==> src/rtl/svd_pkg.sv <==
package svd_pkg;

    typedef enum logic [2:0] {
        ST_FIRST,
        ST_IDLE,
        ST_AUTO_RUN,
        ST_CONT_WAIT,
        ST_CONT_RUN
    } svd_state_e;

    localparam int BIT_AUTO = 6;
    localparam int BIT_CONT = 5;

endpackage

==> src/rtl/svd_bus_dec.sv <==
module svd_bus_dec #(
    parameter int ADDR_W   = 4,
    parameter int DATA_W   = 8,
    parameter logic [ADDR_W-1:0] REG_ADDR = '0
) (
    input  logic              cs,
    input  logic              we,
    input  logic [ADDR_W-1:0] addr,
    input  logic [DATA_W-1:0] wdata,
    output logic              wr_hit,
    output logic              rd_hit,
    output logic              wr_auto,
    output logic              wr_cont
);
    import svd_pkg::*;

    logic addr_hit;
    logic wdata_unused;

    assign addr_hit     = (addr == REG_ADDR);
    assign wr_hit       = cs && we && addr_hit;
    assign rd_hit       = cs && !we && addr_hit;
    assign wr_auto      = wdata[BIT_AUTO];
    assign wr_cont      = wdata[BIT_CONT];
    assign wdata_unused = ^{wdata[DATA_W-1], wdata[BIT_CONT-1:0]};

endmodule

==> src/rtl/svd_ctrl_fsm.sv <==
module svd_ctrl_fsm (
    input  logic clk,
    input  logic rst_n,
    input  logic sleep,
    input  logic wr_hit,
    input  logic wr_cont,
    input  logic auto_en,
    input  logic tick,
    input  logic done,
    output logic busy,
    output logic smp_en,
    output logic cont_start
);
    import svd_pkg::*;

    svd_state_e st_q, st_d;
    logic       in_cont;

    assign in_cont = (st_q == ST_CONT_WAIT) || (st_q == ST_CONT_RUN);

    always_comb begin
        st_d = st_q;
        if (sleep) begin
            st_d = ST_IDLE;
        end else if (wr_hit && wr_cont && !in_cont) begin
            st_d = ST_CONT_WAIT;
        end else if (wr_hit && !wr_cont && in_cont) begin
            st_d = ST_IDLE;
        end else begin
            unique case (st_q)
                ST_FIRST:     if (done) st_d = ST_IDLE;
                ST_IDLE:      if (tick && auto_en) st_d = ST_AUTO_RUN;
                ST_AUTO_RUN:  if (done) st_d = ST_IDLE;
                ST_CONT_WAIT: if (done) st_d = ST_CONT_RUN;
                ST_CONT_RUN:  st_d = ST_CONT_RUN;
                default:      st_d = ST_IDLE;
            endcase
        end
    end

    always_ff @(posedge clk or negedge rst_n) begin
        if (!rst_n) st_q <= ST_FIRST;
        else        st_q <= st_d;
    end

    always_comb begin
        busy   = 1'b0;
        smp_en = 1'b0;
        unique case (st_q)
            ST_FIRST:     begin busy = 1'b1; smp_en = 1'b1; end
            ST_IDLE:      begin busy = 1'b0; smp_en = 1'b0; end
            ST_AUTO_RUN:  begin busy = 1'b1; smp_en = 1'b1; end
            ST_CONT_WAIT: begin busy = 1'b1; smp_en = 1'b1; end
            ST_CONT_RUN:  begin busy = 1'b0; smp_en = 1'b1; end
            default:      begin busy = 1'b0; smp_en = 1'b0; end
        endcase
    end

    assign cont_start = !sleep && wr_hit && wr_cont;

endmodule

==> src/rtl/svd_hold_regs.sv <==
module svd_hold_regs #(
    parameter int LVL_W = 4
) (
    input  logic             clk,
    input  logic             rst_n,
    input  logic             sleep,
    input  logic             wr_hit,
    input  logic             wr_auto,
    input  logic             cont_start,
    input  logic             capture,
    input  logic [LVL_W-1:0] lvl_in,
    output logic             auto_en,
    output logic [LVL_W-1:0] lvl_q
);

    always_ff @(posedge clk or negedge rst_n) begin
        if (!rst_n)          auto_en <= 1'b0;
        else if (sleep)      auto_en <= 1'b0;
        else if (cont_start) auto_en <= 1'b0;
        else if (wr_hit)     auto_en <= wr_auto;
    end

    always_ff @(posedge clk or negedge rst_n) begin
        if (!rst_n)       lvl_q <= '0;
        else if (sleep)   lvl_q <= '0;
        else if (capture) lvl_q <= lvl_in;
    end

endmodule

==> src/rtl/svd_sampler_ctrl.sv <==
module svd_sampler_ctrl #(
    parameter int ADDR_W = 4,
    parameter int DATA_W = 8,
    parameter int LVL_W  = 4,
    parameter logic [ADDR_W-1:0] REG_ADDR = 4'h2
) (
    input  logic              clk,
    input  logic              rst_n,
    input  logic              sleep_i,
    input  logic              bus_cs_i,
    input  logic              bus_we_i,
    input  logic [ADDR_W-1:0] bus_addr_i,
    input  logic [DATA_W-1:0] bus_wdata_i,
    output logic [DATA_W-1:0] bus_rdata_o,
    input  logic              tick_i,
    output logic              smp_en_o,
    input  logic [LVL_W-1:0]  lvl_i,
    input  logic              done_i
);
    import svd_pkg::*;

    logic             wr_hit, rd_hit, wr_auto, wr_cont;
    logic             busy, smp_en, cont_start, capture;
    logic             auto_en_q;
    logic [LVL_W-1:0] lvl_q;

    svd_bus_dec #(
        .ADDR_W(ADDR_W), .DATA_W(DATA_W), .REG_ADDR(REG_ADDR)
    ) u_dec (
        .cs(bus_cs_i), .we(bus_we_i), .addr(bus_addr_i), .wdata(bus_wdata_i),
        .wr_hit(wr_hit), .rd_hit(rd_hit), .wr_auto(wr_auto), .wr_cont(wr_cont)
    );

    svd_ctrl_fsm u_fsm (
        .clk(clk), .rst_n(rst_n), .sleep(sleep_i),
        .wr_hit(wr_hit), .wr_cont(wr_cont), .auto_en(auto_en_q),
        .tick(tick_i), .done(done_i),
        .busy(busy), .smp_en(smp_en), .cont_start(cont_start)
    );

    assign capture = done_i && smp_en && !sleep_i;

    svd_hold_regs #(.LVL_W(LVL_W)) u_regs (
        .clk(clk), .rst_n(rst_n), .sleep(sleep_i),
        .wr_hit(wr_hit), .wr_auto(wr_auto), .cont_start(cont_start),
        .capture(capture), .lvl_in(lvl_i),
        .auto_en(auto_en_q), .lvl_q(lvl_q)
    );

    assign smp_en_o = smp_en;

    always_comb begin
        bus_rdata_o = '0;
        if (rd_hit) begin
            bus_rdata_o[BIT_AUTO]  = auto_en_q;
            bus_rdata_o[BIT_CONT]  = busy;
            bus_rdata_o[LVL_W-1:0] = lvl_q;
        end
    end

endmodule

==> config.mk <==
export PLATFORM = sky130hd
export DESIGN_NAME = svd_sampler_ctrl
export DESIGN_NICKNAME = d
export VERILOG_FILES = /design/src/rtl/svd_pkg.sv /design/src/rtl/svd_bus_dec.sv /design/src/rtl/svd_ctrl_fsm.sv /design/src/rtl/svd_hold_regs.sv /design/src/rtl/svd_sampler_ctrl.sv
export SDC_FILE = /design/constraint.sdc
export NUM_CORES = 1
export LEC_CHECK = 0
export BUFFER_PORTS_ARGS = -buffer_cell sky130_fd_sc_hd__buf_4
export CORE_MARGIN = 8
export CORE_UTILIZATION = 41
export DETAILED_ROUTE_END_ITERATION = 8
export GPL_ROUTABILITY_DRIVEN = 0
export HOLD_SLACK_MARGIN = 0.05
export PLACE_DENSITY = 0.75
export RECOVER_POWER = 50
export SETUP_SLACK_MARGIN = 0.4
export SLEW_MARGIN = 15
export SYNTH_ARGS = -nofsm -noshare
export SYNTH_HDL_FRONTEND = slang
export SYNTH_SLANG_ARGS = --single-unit
==> constraint.sdc <==
create_clock -name clk -period 1.9 [get_ports clk]
set_input_delay 0.38 -clock clk [delete_from_list [all_inputs] [get_ports clk]]
set_output_delay 0.38 -clock clk [all_outputs]
set_load 0.02 [all_outputs]
=== Yosys cells after proc, flatten, opt, wreduce, memory -nomap -nowiden ===
Cells that the tools add are included.

* Output and inout bits: 9
* Word-level logic and storage cells: 52
* Bits in registers: 8
* Input bits: 23

* Equality and inequality tests: 8
* Multiplexer cells: 16
* Reduce and logical (&&, ||, !) cells: 25

{| class="wikitable"
|+ Operators by type and width
! operator !! number
|-
| 2-to-1 mux 3 bit || 6
|-
| logical AND 1 bit || 13
|-
| 2-to-1 mux 4 bit || 3
|-
| one-hot mux 3 bit (4 select lines) || 1
|-
| == test 3 x 2 -> 1 bit (second input constant) || 2
|-
| 2-to-1 mux 1 bit || 5
|-
| != test 5 x 1 -> 1 bit (second input constant) || 1
|-
| != test 5 x 2 -> 1 bit (second input constant) || 1
|-
| != test 5 bit (second input constant) || 1
|-
| == test 4 x 2 -> 1 bit (second input constant) || 1
|-
| zero test 1 bit || 4
|-
| OR reduction 4 bit || 1
|-
| == test 3 x 1 -> 1 bit (second input constant) || 1
|-
| == test 3 bit (second input constant) || 1
|-
| zero test 3 bit || 1
|-
| AND reduction 3 bit || 1
|-
| nonzero test 3 bit || 1
|-
| OR reduction 3 bit || 1
|-
| 2-to-1 mux 2 bit || 1
|-
| nonzero test 2 bit || 1
|-
| OR reduction 2 bit || 1
|-
| logical OR 1 bit || 1
|}

=== Logic depth before layout (Yosys ltp) ===
Gate-level depths: netlist of the first run.

* Depth in word-level cells: 7
* Depth in mapped cells: 5

=== By module ===
A second synthesis of the first run with hierarchy kept.

* Cells, all modules: 64
* Area total of the unflattened synthesis: 584.3 µm²

{| class="wikitable"
|+ By module, submodules not included
! module !! times used !! area each (µm²) !! cells an instance
|-
| svd_ctrl_fsm || 1 || 274.0 || 32
|-
| svd_hold_regs || 1 || 200.2 || 16
|-
| svd_sampler_ctrl || 1 || 65.1 || 10
|-
| svd_bus_dec || 1 || 45.0 || 6
|}

=== Worst setup path before layout of the first run ===
No wires, ideal clock.

* Path kind: input to output
* From: input port bus_addr_i[3]
* To: output port bus_rdata_o[5]
* Setup slack: -0.118 ns
* Stages: 3
* Data arrival time: 1.638 ns
* Path buffers: 0
* Cells stage by stage: nor2_1 nand3_1 a2111oi_0

* Cells in the longest elaborated chain, start to end: 3

{| class="wikitable"
|+ RTL lines
! what !! RTL line !! source
|-
| start, declared || svd_sampler_ctrl.sv:12 || <nowiki>input logic [ADDR_W-1:0] bus_addr_i,</nowiki>
|-
| == test 4 x 2 -> 1 bit || svd_bus_dec.sv:20 || <nowiki>assign addr_hit = (addr == REG_ADDR);</nowiki>
|-
| logical AND 1 bit || svd_bus_dec.sv:22 || <nowiki>assign rd_hit = cs && !we && addr_hit;</nowiki>
|-
| 2-to-1 mux 2 bit || svd_sampler_ctrl.sv:54 || <nowiki>if (rd_hit) begin</nowiki>
|-
| end, declared || svd_sampler_ctrl.sv:14 || <nowiki>output logic [DATA_W-1:0] bus_rdata_o,</nowiki>
|}

Every way passes these cells.

=== Final worst setup path of the first run ===
* From: register u_fsm.st_q[1]
* To: output port bus_rdata_o[5]

* Cells in the longest elaborated chain, start to end: 4
* Elaborated cells on any way between the ends: 6

{| class="wikitable"
|+ RTL lines
! what !! RTL line !! source
|-
| start, declared || svd_ctrl_fsm.sv:16 || <nowiki>svd_state_e st_q, st_d;</nowiki>
|-
| start signal, assigned || svd_ctrl_fsm.sv:43 || <nowiki>else st_q <= st_d;</nowiki>
|-
| == test 3 x 2 -> 1 bit / zero test 3 bit (equally long branches) || svd_ctrl_fsm.sv:49 || <nowiki>unique case (st_q)</nowiki>
|-
| OR reduction 3 bit (no line) * || - ||
|-
| 2-to-1 mux 1 bit * || svd_ctrl_fsm.sv:49 ||
|-
| 2-to-1 mux 2 bit * || svd_sampler_ctrl.sv:54 ||
|}

Every way passes the cells marked *; elsewhere a longest branch is shown, timed or not.

==> metrics.txt, run 1 <==
status=complete, no violations; number of max-cap violations=0; Tmin final=1660 ps; core footprint=1280 um2; Synth area leader=dfrtp_1; # setup viols final=0; Die Width=53.0 um; first-pass GRT wire length=2.49 mm; fin. max-slew vios=0; Worst R2R Path Depth=5; critical path class=register to output port; GR Overflow Total=0; CTS max path bufs=2; post-synthesis cell type count=30; layout cells sized above 1=0.534; hold_sp=sleep_i; LEAKAGE=0.373 nW; reg-to-reg startpoint=u_fsm.st_q[0]; total power=383 uW; Netlist Area Pre-Place=561 um2; most common cell in the netlist=dfrtp_1; final worst-path cycle share=0.873; ys async rst share=1.00; Post-Syn Instances=64; initial DRC count=18; RSZ-0062 raised after global routing=true; CTS Buf Count=3; Pwr per Cell Area=437 nW/um2; worst endpoint required time=1520 ps; met2 routed WL=741 um; Avg Cell Area, Syn=8.76 um2; Area contributors post-synth=dfrtp_1 (36%), and2_1 (5.6%), mux2i_1 (5.4%); DP Area=719 um2; Clk pin slew, worst setup/hold paths=50 ps; Seq cells post-synth=8; GRT Overall Usage=0.123; I/O pin count=32; Max Used Layer=met4; DR vias/cell=5.13; Critical Path AT=1280 ps; Max Fclk=603 MHz; post-synth top area share=0.357; Clock Skews=5.31 ps; Post-synth top cells=dfrtp_1 (8), nand2_1 (7), nand3_1 (6); maximum VDD drop=0.343 mV; CTS root buf=clkbuf_4; R2R Setup Slk=340 ps; initial core utilization=0.436; crit path to=bus_rdata_o[5]; Clock Sinks=8; Clk Latency, worst-skew pair=260 ps; sequential share of the synthesized area=0.357; R2R Path End=u_fsm.st_q[0]; Critical Path Sink Type=output port; number of antenna diodes=0; Post-route DRC=0; total negative setup slack=0 ps; Vias=528; routed length per instance=14.9 um; fin area=876 um2; total die area=2810 um2; CTS tree=done; largest net degree at the start of global routing=10; final hold violations=0; First-pass DRT Iterations=4; Post-DRT Antenna Nets=0; met3 wire length=101 um; # rows=13; Final HPWL DP=1.06 mm; final cell count without fillers=103; area added between synthesis and finish=56.2%; Post-synth EDFFs=0; Layout Nets=113; PortBufs=23; ys flop type=dfrtp_1; final WL=1.54 mm; CP Launch Type=register; worst hold path class=input pin to register; vias in the first global route=539; Vert. Die Dim=53.0 um; H-Tree Depth=1; initial antenna violation count=0; Syn. warnings=0; crit path max fanout=3; CP Launch Point=u_fsm.st_q[1]; Inst Count DP=96; Post-Route M1 WL=657 um
-- per-layer routing --
layer	track usage	vias up
li1	-	266
met1	0.148	245
met2	0.178	13
met3	0.0476	4
met4	0.0776	0
met5	0	-
-- how the worst min path moves through the flow --
stage                           end  cells after the start
floorplan             u_fsm.st_q[0]                      0
global placement    u_regs.lvl_q[2]                      1
detailed placement  u_regs.lvl_q[2]                      1
CTS                 u_regs.lvl_q[2]                      2
global route        u_regs.lvl_q[2]                      2
finish              u_regs.lvl_q[2]                      2
-- worst max-delay path: stages, from the launching register on --
cell and delay, ps:
dfrtp_1 460, inv_2 80, a2111oi_4 290, buf_4 190
-- logic make-up after synthesis --
family / count (synthesis) / share of synthesized area
muxes: 3 / 0.0536
other: 1 / 0.00669
AOI/OAI and AO/OA: 13 / 0.161
and+or+nand+nor: 30 / 0.317
xor gates and xnor gates: 1 / 0.0156
DFF: 8 / 0.357
buffers and inverters: 8 / 0.0893
-- metrics by stage --
stage / utilization / hold WS (ps) / setup slack (ps)
after floorplan: - / 84.4 / 389
after detailed placement: 0.560 / 202 / 205
final: 0.682 / 348 / 242
after CTS: 0.670 / 340 / 290
after global routing: 0.682 / 342 / 164
after global placement: 0.560 / 200 / 213
-- timing repair --
action	CTS	global route
setup endpoints to repair	8	9
endpoints found under the hold margin	8	0
hold buffers	1	0
setup buffers	3	0
resized for setup	23	6
pin swaps	7	6
-- cell type report --
| cell class | instances | area (um2) |
|---|---|---|
| flip-flops and latches | 8 | 203 |
| clock buffers | 3 | 22.5 |
| fillers | 101 | 409 |
| well taps | 15 | 18.8 |
| multi-input cells | 49 | 389 |
| repair buffers | 27 | 239 |
| inverters | 1 | 3.75 |
-- where the power goes --
group          switching [mW]  internal [mW]  leakage [nW]
Clock                  0.0546         0.0720        0.0138
Sequential            0.00385          0.175         0.105
Combinational          0.0366         0.0411         0.255
-- flip-flops by register name, indices dropped and copies added, names as in the netlist --
name	count
u_regs.lvl_q	4
u_fsm.st_q	3
u_regs.auto_en	1
-- cell usage in the layout, fill, tap and decap left out, types with 2 or more instances in the layout --
cell | netlist | final
a21oi_1 | 5 | 5
and2_4 | 0 | 5
buf_4 | 2 | 15
buf_6 | 1 | 10
clkbuf_4 | 0 | 3
conb_1 | 1 | 2
dfrtp_1 | 8 | 6
dfrtp_2 | 0 | 2
mux2i_1 | 3 | 2
nand2_1 | 7 | 7
nand3_1 | 6 | 5
nor2_4 | 0 | 2
nor2b_1 | 2 | 2
No activity file was read; power rests on OpenSTA's default activity.
==> run 2, diff against run 1 <==
ABC_AREA = 1   (was default)
CORE_AREA = 8 8 45 47   (was default)
CORE_MARGIN = default   (was 8)
CORE_UTILIZATION = default   (was 41)
CTS_BUF_LIST = sky130_fd_sc_hd__clkbuf_4 sky130_fd_sc_hd__clkbuf_8   (was default)
DIE_AREA = 0 0 53 55   (was default)
==> run 2 against run 1 <==
Worst setup slack improved by 12 ps. Critical endpoint is now smp_en_o. Highest routed layer unchanged. Combinational power rose to 4.4 times the previous value. Power is 87% higher.
==> metrics.txt, run 2 <==
status=complete, no violations; Syn. warnings=0; ys flop type=dfrtp_1; Critical Path AT=1270 ps; core footprint=1380 um2; Clock Sinks=8; Critical Path Sink Type=output port; number of antenna diodes=0; total negative setup slack=0 ps; CTS max path bufs=2; highest-count cells in the layout ignoring fill and taps=buf_4 (21), inv_1 (15), nand2_1 (14); total die area=2920 um2; Layout Nets=134; Synth area leader=dfrtp_1; Post-route DRC=0; number of max-cap violations=0; ys async rst share=1.00; Vias=621; Vert. Die Dim=55 um; # rows=14; final cell count without fillers=125; Post-Syn Instances=81; critical path class=register to output port; Avg Cell Area, Syn=6.56 um2; layout cells sized above 1=0.330; H-Tree Depth=1; largest net degree at the start of global routing=9; Netlist Area Pre-Place=532 um2; RSZ-0062 raised after global routing=true; Largest Register=u_regs.lvl_q; final hold violations=0; sequential share of the synthesized area=0.376; Post-DRT Antenna Nets=0; Pwr per Cell Area=905 nW/um2; most common cell in the netlist=inv_1; post-synthesis cell type count=15; first-pass GRT wire length=2.43 mm; crit path max fanout=5; post-synth top area share=0.376; Final HPWL DP=1.18 mm; PortBufs=23; hold slack=303 ps; GR Overflow Total=0; I/O pin count=32; vias in the first global route=609; maximum VDD drop=0.394 mV; GRT Overall Usage=0.112; DP Area=718 um2; Die Width=53 um; worst endpoint required time=1520 ps; max reg flops=4; top flop regs=u_regs.lvl_q (4), u_fsm.st_q (3), u_regs.auto_en (1); initial core utilization=0.384; most common cell after layout, fill and taps aside=buf_4; worst hold path class=input pin to register; Post-synth top cells=inv_1 (16), nand2_1 (14), nor2_1 (13); CTS root buf=clkbuf_4; # setup viols final=0; final worst-path cycle share=0.866; Tmin final=1650 ps; Seq cells post-synth=8; fin area=791 um2; CTS tree=done; CP Launch Type=register; initial antenna violation count=0; area added between synthesis and finish=48.7%; LEAKAGE=0.419 nW; fin. max-slew vios=0; First-pass DRT Iterations=4; Inst Count DP=119; Clock Skews=7.50 ps; Area contributors post-synth=dfrtp_1 (38%), inv_1 (11%), nand3_1 (10%); DR vias/cell=4.97; Clk pin slew, worst setup/hold paths=60 ps; Clk Latency, worst-skew pair=260 ps; initial DRC count=12; routed length per instance=12.7 um; Max Fclk=608 MHz; CTS Buf Count=3; Post-synth EDFFs=0; final WL=1.59 mm
[run 2: worst max-delay path, stage by stage, from the launching register on]
cell	delay (ps)
dfrtp_1	440
nor2_1	320
a21oi_2	80
buf_4	170
[run 2: repair_timing]
item	CTS	global route
gates cloned	0	0
pin swaps	1	2
hold endpoints to repair	8	0
resized for setup	2	10
hold buffers	1	0
setup buffers	1	1
setup endpoints to repair	7	7
[run 2: layout make-up]
class	instances	area, um2
inverters	16	60.1
multi-input cells	56	283
well taps	16	20.0
repair buffers	26	205
flip-flops and latches	8	200
clock buffers	3	22.5
fillers	138	593
[run 2: path summary, 6_finish.rpt]
path | from | cells after the start | slack [ps] | to
worst max-delay path | u_fsm.st_q[1] | 3 | 250 | smp_en_o
worst min-delay path | sleep_i | 2 | 300 | u_regs.auto_en
worst max register to register | u_fsm.st_q[1] | 6 | 380 | u_fsm.st_q[1]
worst min register to register | u_regs.lvl_q[0] | 2 | 540 | u_regs.lvl_q[0]
max in group asynchronous | rst_n | 2 | 1030 | u_regs.lvl_q[0]
min in group asynchronous | rst_n | 2 | 570 | u_regs.lvl_q[3]
[run 2: report_power, final]
group / switching, mW / total [mW] / internal, mW
sequential: 0.0346 / 0.243 / 0.208
clock: 0.0585 / 0.131 / 0.0723
combinational: 0.211 / 0.342 / 0.131
[run 2: per-layer routing]
layer / vias to the layer above / GRT usage / share of wire
li1: 310 / - / -
met1: 275 / 0.107 / 0.35
met2: 31 / 0.197 / 0.52
met3: 5 / 0.0374 / 0.098
met4: 0 / 0.0862 / 0.026
met5: - / 0 / 0
[run 2: logic make-up after synthesis]
| logic type | count (synthesis) | synth area share |
|---|---|---|
| other cells | 1 | 0.00705 |
| buf+inv | 18 | 0.141 |
| simple gates | 46 | 0.393 |
| flops | 8 | 0.376 |
| compound gates | 8 | 0.0823 |
[run 2: per-stage QoR]
stage | setup slack [ps] | util | power (mW)
6_report | 254 | 0.571 | 0.716
4_1_cts | 377 | 0.552 | 0.693
5_1_grt | 222 | 0.571 | 0.767
3_5_place_dp | 240 | 0.519 | 0.548
3_3_place_gp | 267 | 0.519 | 0.537
2_1_floorplan | 477 | - | 0.453
